[src/rtl/dram_area_pkg.sv]
// Package: shared constants and the sequencer state type for the DRAM region controller.
// Assumes a 16-bit data bus with two byte lanes.
package dram_area_pkg;
    localparam int COL_BASE    = 8;   // narrowest column split
    localparam int COL_CHOICES = 4;   // splits 8, 9, 10, 11
    localparam int DATA_W      = 16;

    typedef enum logic [3:0] {
        ST_IDLE, // row strobe high, page closed
        ST_PRE,  // precharge cycle, row strobe high
        ST_ROW,  // row strobe low with row address
        ST_COL,  // column strobe low
        ST_PAGE, // row open, column strobes high
        ST_RCAS, // refresh: column strobes first
        ST_RRAS, // refresh: row strobe joins
        ST_SCAS, // self refresh entry: column strobes first
        ST_SELF  // self refresh hold
    } dram_seq_e;
endpackage

[src/rtl/dram_addr_mux.sv]
// Module: splits a region offset into row and column for the selected column width.
// Assumes OFS_W = COL_BASE + COL_CHOICES - 1 + MUX_W, so every offset bit feeds some split.
module dram_addr_mux
    import dram_area_pkg::*;
#(
    parameter int MUX_W = 11,
    localparam int OFS_W = COL_BASE + COL_CHOICES - 1 + MUX_W
) (
    input  logic [OFS_W-1:0] ofs,
    input  logic [1:0]       col_sel,
    output logic [MUX_W-1:0] row,
    output logic [MUX_W-1:0] col
);
    logic [MUX_W-1:0] row_opt [COL_CHOICES];
    logic [MUX_W-1:0] col_opt [COL_CHOICES];

    // One precomputed slice pair per supported column width.
    for (genvar g = 0; g < COL_CHOICES; g++) begin : g_split
        localparam logic [MUX_W-1:0] COL_MASK = MUX_W'((1 << (COL_BASE + g)) - 1);
        assign row_opt[g] = ofs[COL_BASE + g +: MUX_W];
        assign col_opt[g] = ofs[MUX_W-1:0] & COL_MASK;
    end

    // Select the slice pair named by the configuration code.
    always_comb begin
        row = row_opt[col_sel];
        col = col_opt[col_sel];
    end
endmodule

[src/rtl/dram_cas_timer.sv]
// Module: counts the programmed column-strobe wait cycles.
// Assumes load is raised in the cycle before the column strobe starts.
module dram_cas_timer #(
    parameter int WAIT_W = 3
) (
    input  logic              clk,
    input  logic              rst_n,
    input  logic              load,
    input  logic [WAIT_W-1:0] cfg_wait,
    output logic              busy
);
    logic [WAIT_W-1:0] cnt_q;

    // Load on column entry, then count down to zero.
    always_ff @(posedge clk) begin
        if (!rst_n)             cnt_q <= '0;
        else if (load)          cnt_q <= cfg_wait;
        else if (cnt_q != '0)   cnt_q <= cnt_q - 1'b1;
    end

    assign busy = (cnt_q != '0);
endmodule

[src/rtl/dram_seq_fsm.sv]
// Module: strobe sequencer for access beats, page hits, precharge and both refresh modes.
// Assumes area_req already includes the region decode, and row_same compares against the open row.
module dram_seq_fsm
    import dram_area_pkg::*;
(
    input  logic      clk,
    input  logic      rst_n,
    input  logic      area_req,
    input  logic      row_same,
    input  logic      cfg_precharge_en,
    input  logic      cfg_self_refresh,
    input  logic      ref_any,
    input  logic      wait_busy,
    input  logic      dram_wait,
    output dram_seq_e state,
    output dram_seq_e state_nxt,
    output logic      accept,
    output logic      load_wait,
    output logic      final_beat,
    output logic      start_cbr
);
    logic cbr_go;
    assign cbr_go = ref_any && !cfg_self_refresh;

    // State register.
    always_ff @(posedge clk) begin
        if (!rst_n) state <= ST_IDLE;
        else        state <= state_nxt;
    end

    // Next state: refresh first, then self refresh, then the access.
    always_comb begin
        state_nxt  = state;
        accept     = 1'b0;
        final_beat = 1'b0;
        unique case (state)
            ST_IDLE: begin
                if (cbr_go)                state_nxt = ST_RCAS;
                else if (cfg_self_refresh) state_nxt = ST_SCAS;
                else if (area_req) begin
                    accept    = 1'b1;
                    state_nxt = cfg_precharge_en ? ST_PRE : ST_ROW;
                end
            end
            ST_PRE:  state_nxt = ST_ROW;
            ST_ROW:  state_nxt = ST_COL;
            ST_COL: begin
                if (!wait_busy && !dram_wait) begin
                    final_beat = 1'b1;
                    state_nxt  = ST_PAGE;
                end
            end
            ST_PAGE: begin
                if (cbr_go || cfg_self_refresh) state_nxt = ST_IDLE;
                else if (area_req) begin
                    if (row_same) begin
                        accept    = 1'b1;
                        state_nxt = ST_COL;
                    end else begin
                        state_nxt = ST_IDLE;
                    end
                end
            end
            ST_RCAS: state_nxt = ST_RRAS;
            ST_RRAS: state_nxt = ST_IDLE;
            ST_SCAS: state_nxt = ST_SELF;
            ST_SELF: if (!cfg_self_refresh) state_nxt = ST_IDLE;
            default: state_nxt = ST_IDLE;
        endcase
    end

    assign load_wait = (state_nxt == ST_COL) && (state != ST_COL);
    assign start_cbr = (state == ST_IDLE) && cbr_go;

    AST_ROW_BEFORE_COL: assert property (@(posedge clk) disable iff (!rst_n)
        (state == ST_ROW) |=> (state == ST_COL)) else $error("row phase not followed by column");

    AST_PAGE_HIT_KEEPS_ROW: assert property (@(posedge clk) disable iff (!rst_n)
        (state == ST_PAGE && area_req && row_same && !ref_any && !cfg_self_refresh)
        |=> (state == ST_COL)) else $error("page hit did not stay in row");
endmodule

[src/rtl/dram_area_ctrl.sv]
// Module: top of the DRAM region controller; decodes the region, latches the beat and drives the pins.
// Assumes the requester holds req_valid and its fields stable until req_ready.
module dram_area_ctrl
    import dram_area_pkg::*;
#(
    parameter int MUX_W   = 11,
    parameter int AREA_W  = 3,
    parameter int AREA_ID = 2,
    parameter int WAIT_W  = 3,
    localparam int OFS_W  = COL_BASE + COL_CHOICES - 1 + MUX_W,
    localparam int ADDR_W = AREA_W + OFS_W
) (
    input  logic              clk,
    input  logic              rst_n,
    input  logic [1:0]        cfg_col_sel,
    input  logic [WAIT_W-1:0] cfg_wait_cnt,
    input  logic              cfg_precharge_en,
    input  logic              cfg_self_refresh,
    input  logic              refresh_due,
    input  logic              req_valid,
    input  logic [ADDR_W-1:0] req_addr,
    input  logic              req_we,
    input  logic [1:0]        req_be,
    input  logic [DATA_W-1:0] req_wdata,
    output logic              req_ready,
    output logic [DATA_W-1:0] rsp_rdata,
    output logic [MUX_W-1:0]  dram_addr,
    output logic              dram_ras_n,
    output logic              dram_ucas_n,
    output logic              dram_lcas_n,
    output logic              dram_we_n,
    output logic [DATA_W-1:0] dram_dq_out,
    output logic              dram_dq_oe,
    input  logic [DATA_W-1:0] dram_dq_in,
    input  logic              dram_wait
);
    logic              area_hit, area_req, row_same, ref_pend, ref_any;
    logic              wait_busy, accept, load_wait, final_beat, start_cbr;
    logic [MUX_W-1:0]  req_row, req_col, row_q, col_q;
    logic              we_q;
    logic [1:0]        be_q;
    logic [DATA_W-1:0] wd_q;
    dram_seq_e         fsm_state, fsm_next;
    logic              in_col, ras_on, ref_cas;

    assign area_hit = (req_addr[ADDR_W-1 -: AREA_W] == AREA_W'(AREA_ID));
    assign area_req = req_valid && area_hit;
    assign row_same = (req_row == row_q);
    assign ref_any  = ref_pend || refresh_due;

    dram_addr_mux #(.MUX_W(MUX_W)) u_mux (
        .ofs     (req_addr[OFS_W-1:0]),
        .col_sel (cfg_col_sel),
        .row     (req_row),
        .col     (req_col)
    );

    dram_cas_timer #(.WAIT_W(WAIT_W)) u_timer (
        .clk      (clk),
        .rst_n    (rst_n),
        .load     (load_wait),
        .cfg_wait (cfg_wait_cnt),
        .busy     (wait_busy)
    );

    dram_seq_fsm u_fsm (
        .clk              (clk),
        .rst_n            (rst_n),
        .area_req         (area_req),
        .row_same         (row_same),
        .cfg_precharge_en (cfg_precharge_en),
        .cfg_self_refresh (cfg_self_refresh),
        .ref_any          (ref_any),
        .wait_busy        (wait_busy),
        .dram_wait        (dram_wait),
        .state            (fsm_state),
        .state_nxt        (fsm_next),
        .accept           (accept),
        .load_wait        (load_wait),
        .final_beat       (final_beat),
        .start_cbr        (start_cbr)
    );

    // Hold a refresh pulse until its sequence starts; self refresh makes it moot.
    always_ff @(posedge clk) begin
        if (!rst_n || cfg_self_refresh || start_cbr) ref_pend <= 1'b0;
        else if (refresh_due)                       ref_pend <= 1'b1;
    end

    // Latch the accepted beat.
    always_ff @(posedge clk) begin
        if (!rst_n) begin
            row_q <= '0;
            col_q <= '0;
            we_q  <= 1'b0;
            be_q  <= '0;
            wd_q  <= '0;
        end else if (accept) begin
            row_q <= req_row;
            col_q <= req_col;
            we_q  <= req_we;
            be_q  <= req_be;
            wd_q  <= req_wdata;
        end
    end

    // Capture read data in the final column cycle.
    always_ff @(posedge clk) begin
        if (!rst_n)                  rsp_rdata <= '0;
        else if (final_beat && !we_q) rsp_rdata <= dram_dq_in;
    end

    // Pin decode from the sequencer state.
    always_comb begin
        in_col  = (fsm_state == ST_COL);
        ref_cas = (fsm_state == ST_RCAS) || (fsm_state == ST_RRAS) ||
                  (fsm_state == ST_SCAS) || (fsm_state == ST_SELF);
        ras_on  = (fsm_state == ST_ROW) || in_col || (fsm_state == ST_PAGE) ||
                  (fsm_state == ST_RRAS) || (fsm_state == ST_SELF);
        dram_ras_n  = !ras_on;
        dram_ucas_n = !((in_col && be_q[1]) || ref_cas);
        dram_lcas_n = !((in_col && be_q[0]) || ref_cas);
        dram_addr   = (in_col || fsm_state == ST_PAGE) ? col_q : row_q;
        dram_we_n   = !(in_col && we_q);
        dram_dq_oe  = in_col && we_q;
        dram_dq_out = wd_q;
        req_ready   = final_beat;
    end

    AST_FOREIGN_IGNORED: assert property (@(posedge clk) disable iff (!rst_n)
        (fsm_state == ST_IDLE && req_valid && !area_hit && !ref_any && !cfg_self_refresh)
        |=> (dram_ras_n && dram_ucas_n && dram_lcas_n)) else $error("foreign region served");

    AST_WAIT_BEFORE_READY: assert property (@(posedge clk) disable iff (!rst_n)
        (req_ready && cfg_wait_cnt != '0) |-> $past(fsm_state == ST_COL))
        else $error("ready without programmed wait");

    AST_READY_ROW_OPEN: assert property (@(posedge clk) disable iff (!rst_n)
        req_ready |-> !dram_ras_n) else $error("ready with row closed");

    AST_PRECHARGE_GAP: assert property (@(posedge clk) disable iff (!rst_n)
        ($fell(dram_ras_n) && dram_ucas_n && dram_lcas_n && cfg_precharge_en)
        |-> $past(dram_ras_n, 2)) else $error("precharge cycle missing");

    AST_CAS_THEN_RAS: assert property (@(posedge clk) disable iff (!rst_n)
        (dram_ras_n && !dram_lcas_n) |=> (!dram_ras_n && !dram_lcas_n))
        else $error("refresh order broken");
endmodule

[config.mk]
export PLATFORM = sky130hd
export DESIGN_NAME = dram_area_ctrl
export DESIGN_NICKNAME = d
export VERILOG_FILES = /design/src/rtl/dram_area_pkg.sv /design/src/rtl/dram_addr_mux.sv /design/src/rtl/dram_cas_timer.sv /design/src/rtl/dram_seq_fsm.sv /design/src/rtl/dram_area_ctrl.sv
export SDC_FILE = /design/constraint.sdc
export NUM_CORES = 1
export LEC_CHECK = 0
export ABC_CLOCK_PERIOD_IN_PS = 4100
export CAP_MARGIN = 5
export CORE_MARGIN = 1.5
export CORE_UTILIZATION = 40
export DETAILED_ROUTE_END_ITERATION = 12
export GPL_TIMING_DRIVEN = 0
export MAX_ROUTING_LAYER = met4
export PLACE_DENSITY = 0.83
export SLEW_MARGIN = 20
export SYNTH_ARGS = -nofsm -noshare
export SYNTH_HDL_FRONTEND = slang
export SYNTH_SLANG_ARGS = --single-unit
[constraint.sdc]
create_clock -name clk -period 4.1 [get_ports clk]
set_clock_uncertainty 0.15 [all_clocks]
set_input_delay 0.615 -clock clk [delete_from_list [all_inputs] [get_ports clk]]
set_output_delay 0.615 -clock clk [all_outputs]
set_load 0.1 [all_outputs]
==> run metrics <==
pwr dens=405 nW/µm²; layout filler cell count=713; Clock Latency Late Sink=0.34 ns; Ports=121; first-pass GRT wire length=14.7 mm; number of antenna diodes=0; vias=3296; GRT overflow=0; worst hold path cell count=2; Seq. cell area=1300 µm²; Slew headroom=0.328; setup_tns=0 ns; Crit Path Max Fanout=10; vias in the first global route=3218; worst reg-to-reg path cell count=9; largest net degree at the start of global routing=12; P&R area growth vs syn=42.2%; status=complete, no violations; Slew Viols, Final=0; Post-route DRC=0; period utilisation layout=0.954; Initial Utilization=0.420; Worst setup EP type=output port; Mean Syn Cell Area=9.03 µm²; WHS=0.309 ns; final setup violation count=0; Tot Pwr=0.00202 W; unrepaired setup endpoints after global routing=no; number of port buffers=117; DRT iter0 DRCs=211; wire per inst=15.0 µm; CTS Buffer Depth=2; register bit total from synthesis=65; Die H=96.6 µm; Sink Count=65; synth top area cells=dfxtp_1 37%, mux2i_1 18%, nand2_1 9.2%; HPWL after DPL=7.12 mm; CTS tree=yes; Tightest Pin Transition=1.01 ns; area of the multi-input gates=2040 µm²; Yosys cell types=45; f_max=256 MHz; drt pass-1 iters=4; initial antenna violation count=0; Worst-path clk slew=0.07 ns; post-layout net count=590; Core Region=8340 µm²; WP data arrival=3.15 ns; Lkg Pwr=2.12 nW; Post-Syn Area=3500 µm²; Max Cap Viol=0; top cell type's share of synthesized area=0.371; Most used DFF post-synth=dfxtp_1; Mapped Cells=388; hold crit path type=flip-flop to flip-flop; H-tree depth=3; CTS Buf Count=9; DRT antenna net count=0; final WL=9.38 mm; # rows=33; Die X=96.6 µm; post-synth net total=462; setup bufs post-CTS=0; Root Buffer=clkbuf_8; Yosys top cell by area=dfxtp_1; Tmin final=3.91 ns; layout cell share with drive strength beyond 1=0.108; Synth warnings=0; DIE AREA=9330 µm²; Seq/Total Area, Yosys=0.371; GPL Wtd Cong=0.881; Critical Path Start Type=flip-flop; total track usage=0.212; Post-CTS Hold Fix Bufs=0; Max VDD drop=209 µV; Crit path required time=3.34 ns; Synth async-reset ratio=0; critical path class=flip-flop to output port; via density per instance=5.27; Final Hold Viols=0; number of synthesized flops with an enable pin=0
==> cell usage after synthesis (all sizes together), types with 2 or more instances <==
library cell and n:
nand3 7, dfxtp 65, mux4 8, a21oi 12
o21ai 10, nor3 5, nor2 28, or2 2
nor2b 2, and3 3, mux2 14, nand4 10
or4 2, or3 3, inv 7, mux2i 63
nor3b 2, buf 9, clkbuf 17, xnor2 8
nand2 86, xor2 4, and4 2, a2111oi 2
ha 2
==> layout by cell type, fill, tap and decap left out, types with 2 or more instances in the layout <==
cell type	n
clkdlybuf4s50_1	107
nand2_1	86
dfxtp_1	65
mux2i_1	63
nor2_1	27
clkbuf_1	17
mux2_2	14
a21oi_1	12
o21ai_0	10
nand4_1	10
clkbuf_8	10
mux4_2	8
xnor2_1	8
clkbuf_2	8
inv_1	7
nand3_1	7
nor3_1	5
buf_6	5
xor2_1	4
buf_1	3
and3_1	3
or3_1	3
nor3b_1	2
and4_1	2
nor2b_1	2
or2_2	2
ha_1	2
clkinvlp_4	2
bufinv_16	2
dlygate4sd2_1	2
==> critical path: stages, from the launching register on <==
cell and delay [ns]:
dfxtp_1 0.36, clkbuf_1 0.23, inv_1 0.21, nand3_1 0.10, a21oi_1 0.22, buf_1 0.56, mux2_2 0.27, dlygate4sd2_1 0.84
==> path summary, 6_finish.rpt <==
kind                         end  slack, ns             start
setup / recovery    dram_addr[2]       0.19    u_fsm.state[1]
hold / removal    dram_dq_out[5]       0.31    dram_dq_out[5]
setup reg to reg   rsp_rdata[12]       1.08  u_timer.cnt_q[0]
hold reg to reg   dram_dq_out[5]       0.31    dram_dq_out[5]
==> power by group <==
| part | internal (W) | leakage [nW] | total (W) | switching (W) |
|---|---|---|---|---|
| clock | 0.000354 | 0.104 | 0.000608 | 0.000254 |
| sequential | 0.000666 | 0.525 | 0.000694 | 0.0000285 |
| combinational | 0.000271 | 1.49 | 0.000715 | 0.000444 |
| total | 0.00129 | 2.12 | 0.00202 | 0.000726 |
==> kinds of logic after synthesis <==
| logic type | synth area share |
|---|---|
| flops | 0.371 |
| xor+xnor | 0.0300 |
| fa+ha+maj | 0.00714 |
| simple gates | 0.200 |
| mux | 0.276 |
| buf+inv | 0.0475 |
| compound gates | 0.0672 |
==> per-stage QoR <==
step           cells  instance area (µm²)  worst slack, ns   util
2_1_floorplan    388                 3500            0.640      -
3_3_place_gp     610                 4810            0.281  0.576
3_5_place_dp     610                 4810            0.315  0.576
4_1_cts          625                 5010            0.197  0.601
5_1_grt          625                 4980         0.000780  0.597
6_report         625                 4980            0.187  0.597
==> what timing repair did <==
item / 4_1_cts / 5_1_grt
endpoints found under the setup margin: 10 / 8
endpoints found under the hold margin: 0 / 0
gates resized for setup: 10 / 16
gates cloned: 0 / 0
==> flip-flops by register name, summed over array words and instances (netlist names) <==
| signal | cells |
|---|---|
| be_q | 2 |
| rsp_rdata | 16 |
| col_q | 11 |
| dram_dq_out | 16 |
| row_q | 11 |
| we_q | 1 |
| ref_pend | 1 |
| u_timer.cnt_q | 3 |
| u_fsm.state | 4 |
==> layout make-up <==
cell class | count | share of cell area
well taps | 105 | 0.0264
repair buffers | 117 | 0.227
clock buffers | 10 | 0.0276
flip-flops and latches | 65 | 0.261
inverters | 8 | 0.00603
plain buffers | 26 | 0.0274
multi-input cells | 289 | 0.409
clock inverters | 5 | 0.0161
==> layer usage <==
layer / up-vias / global-route usage / part of all wire
met5: - / - / 0
met4: 0 / 0.0700 / 0.013
met3: 12 / 0.0469 / 0.048
met2: 94 / 0.365 / 0.50
met1: 1582 / 0.244 / 0.43
li1: 1608 / - / -
Note: power is estimated with default switching activity, not from simulation.
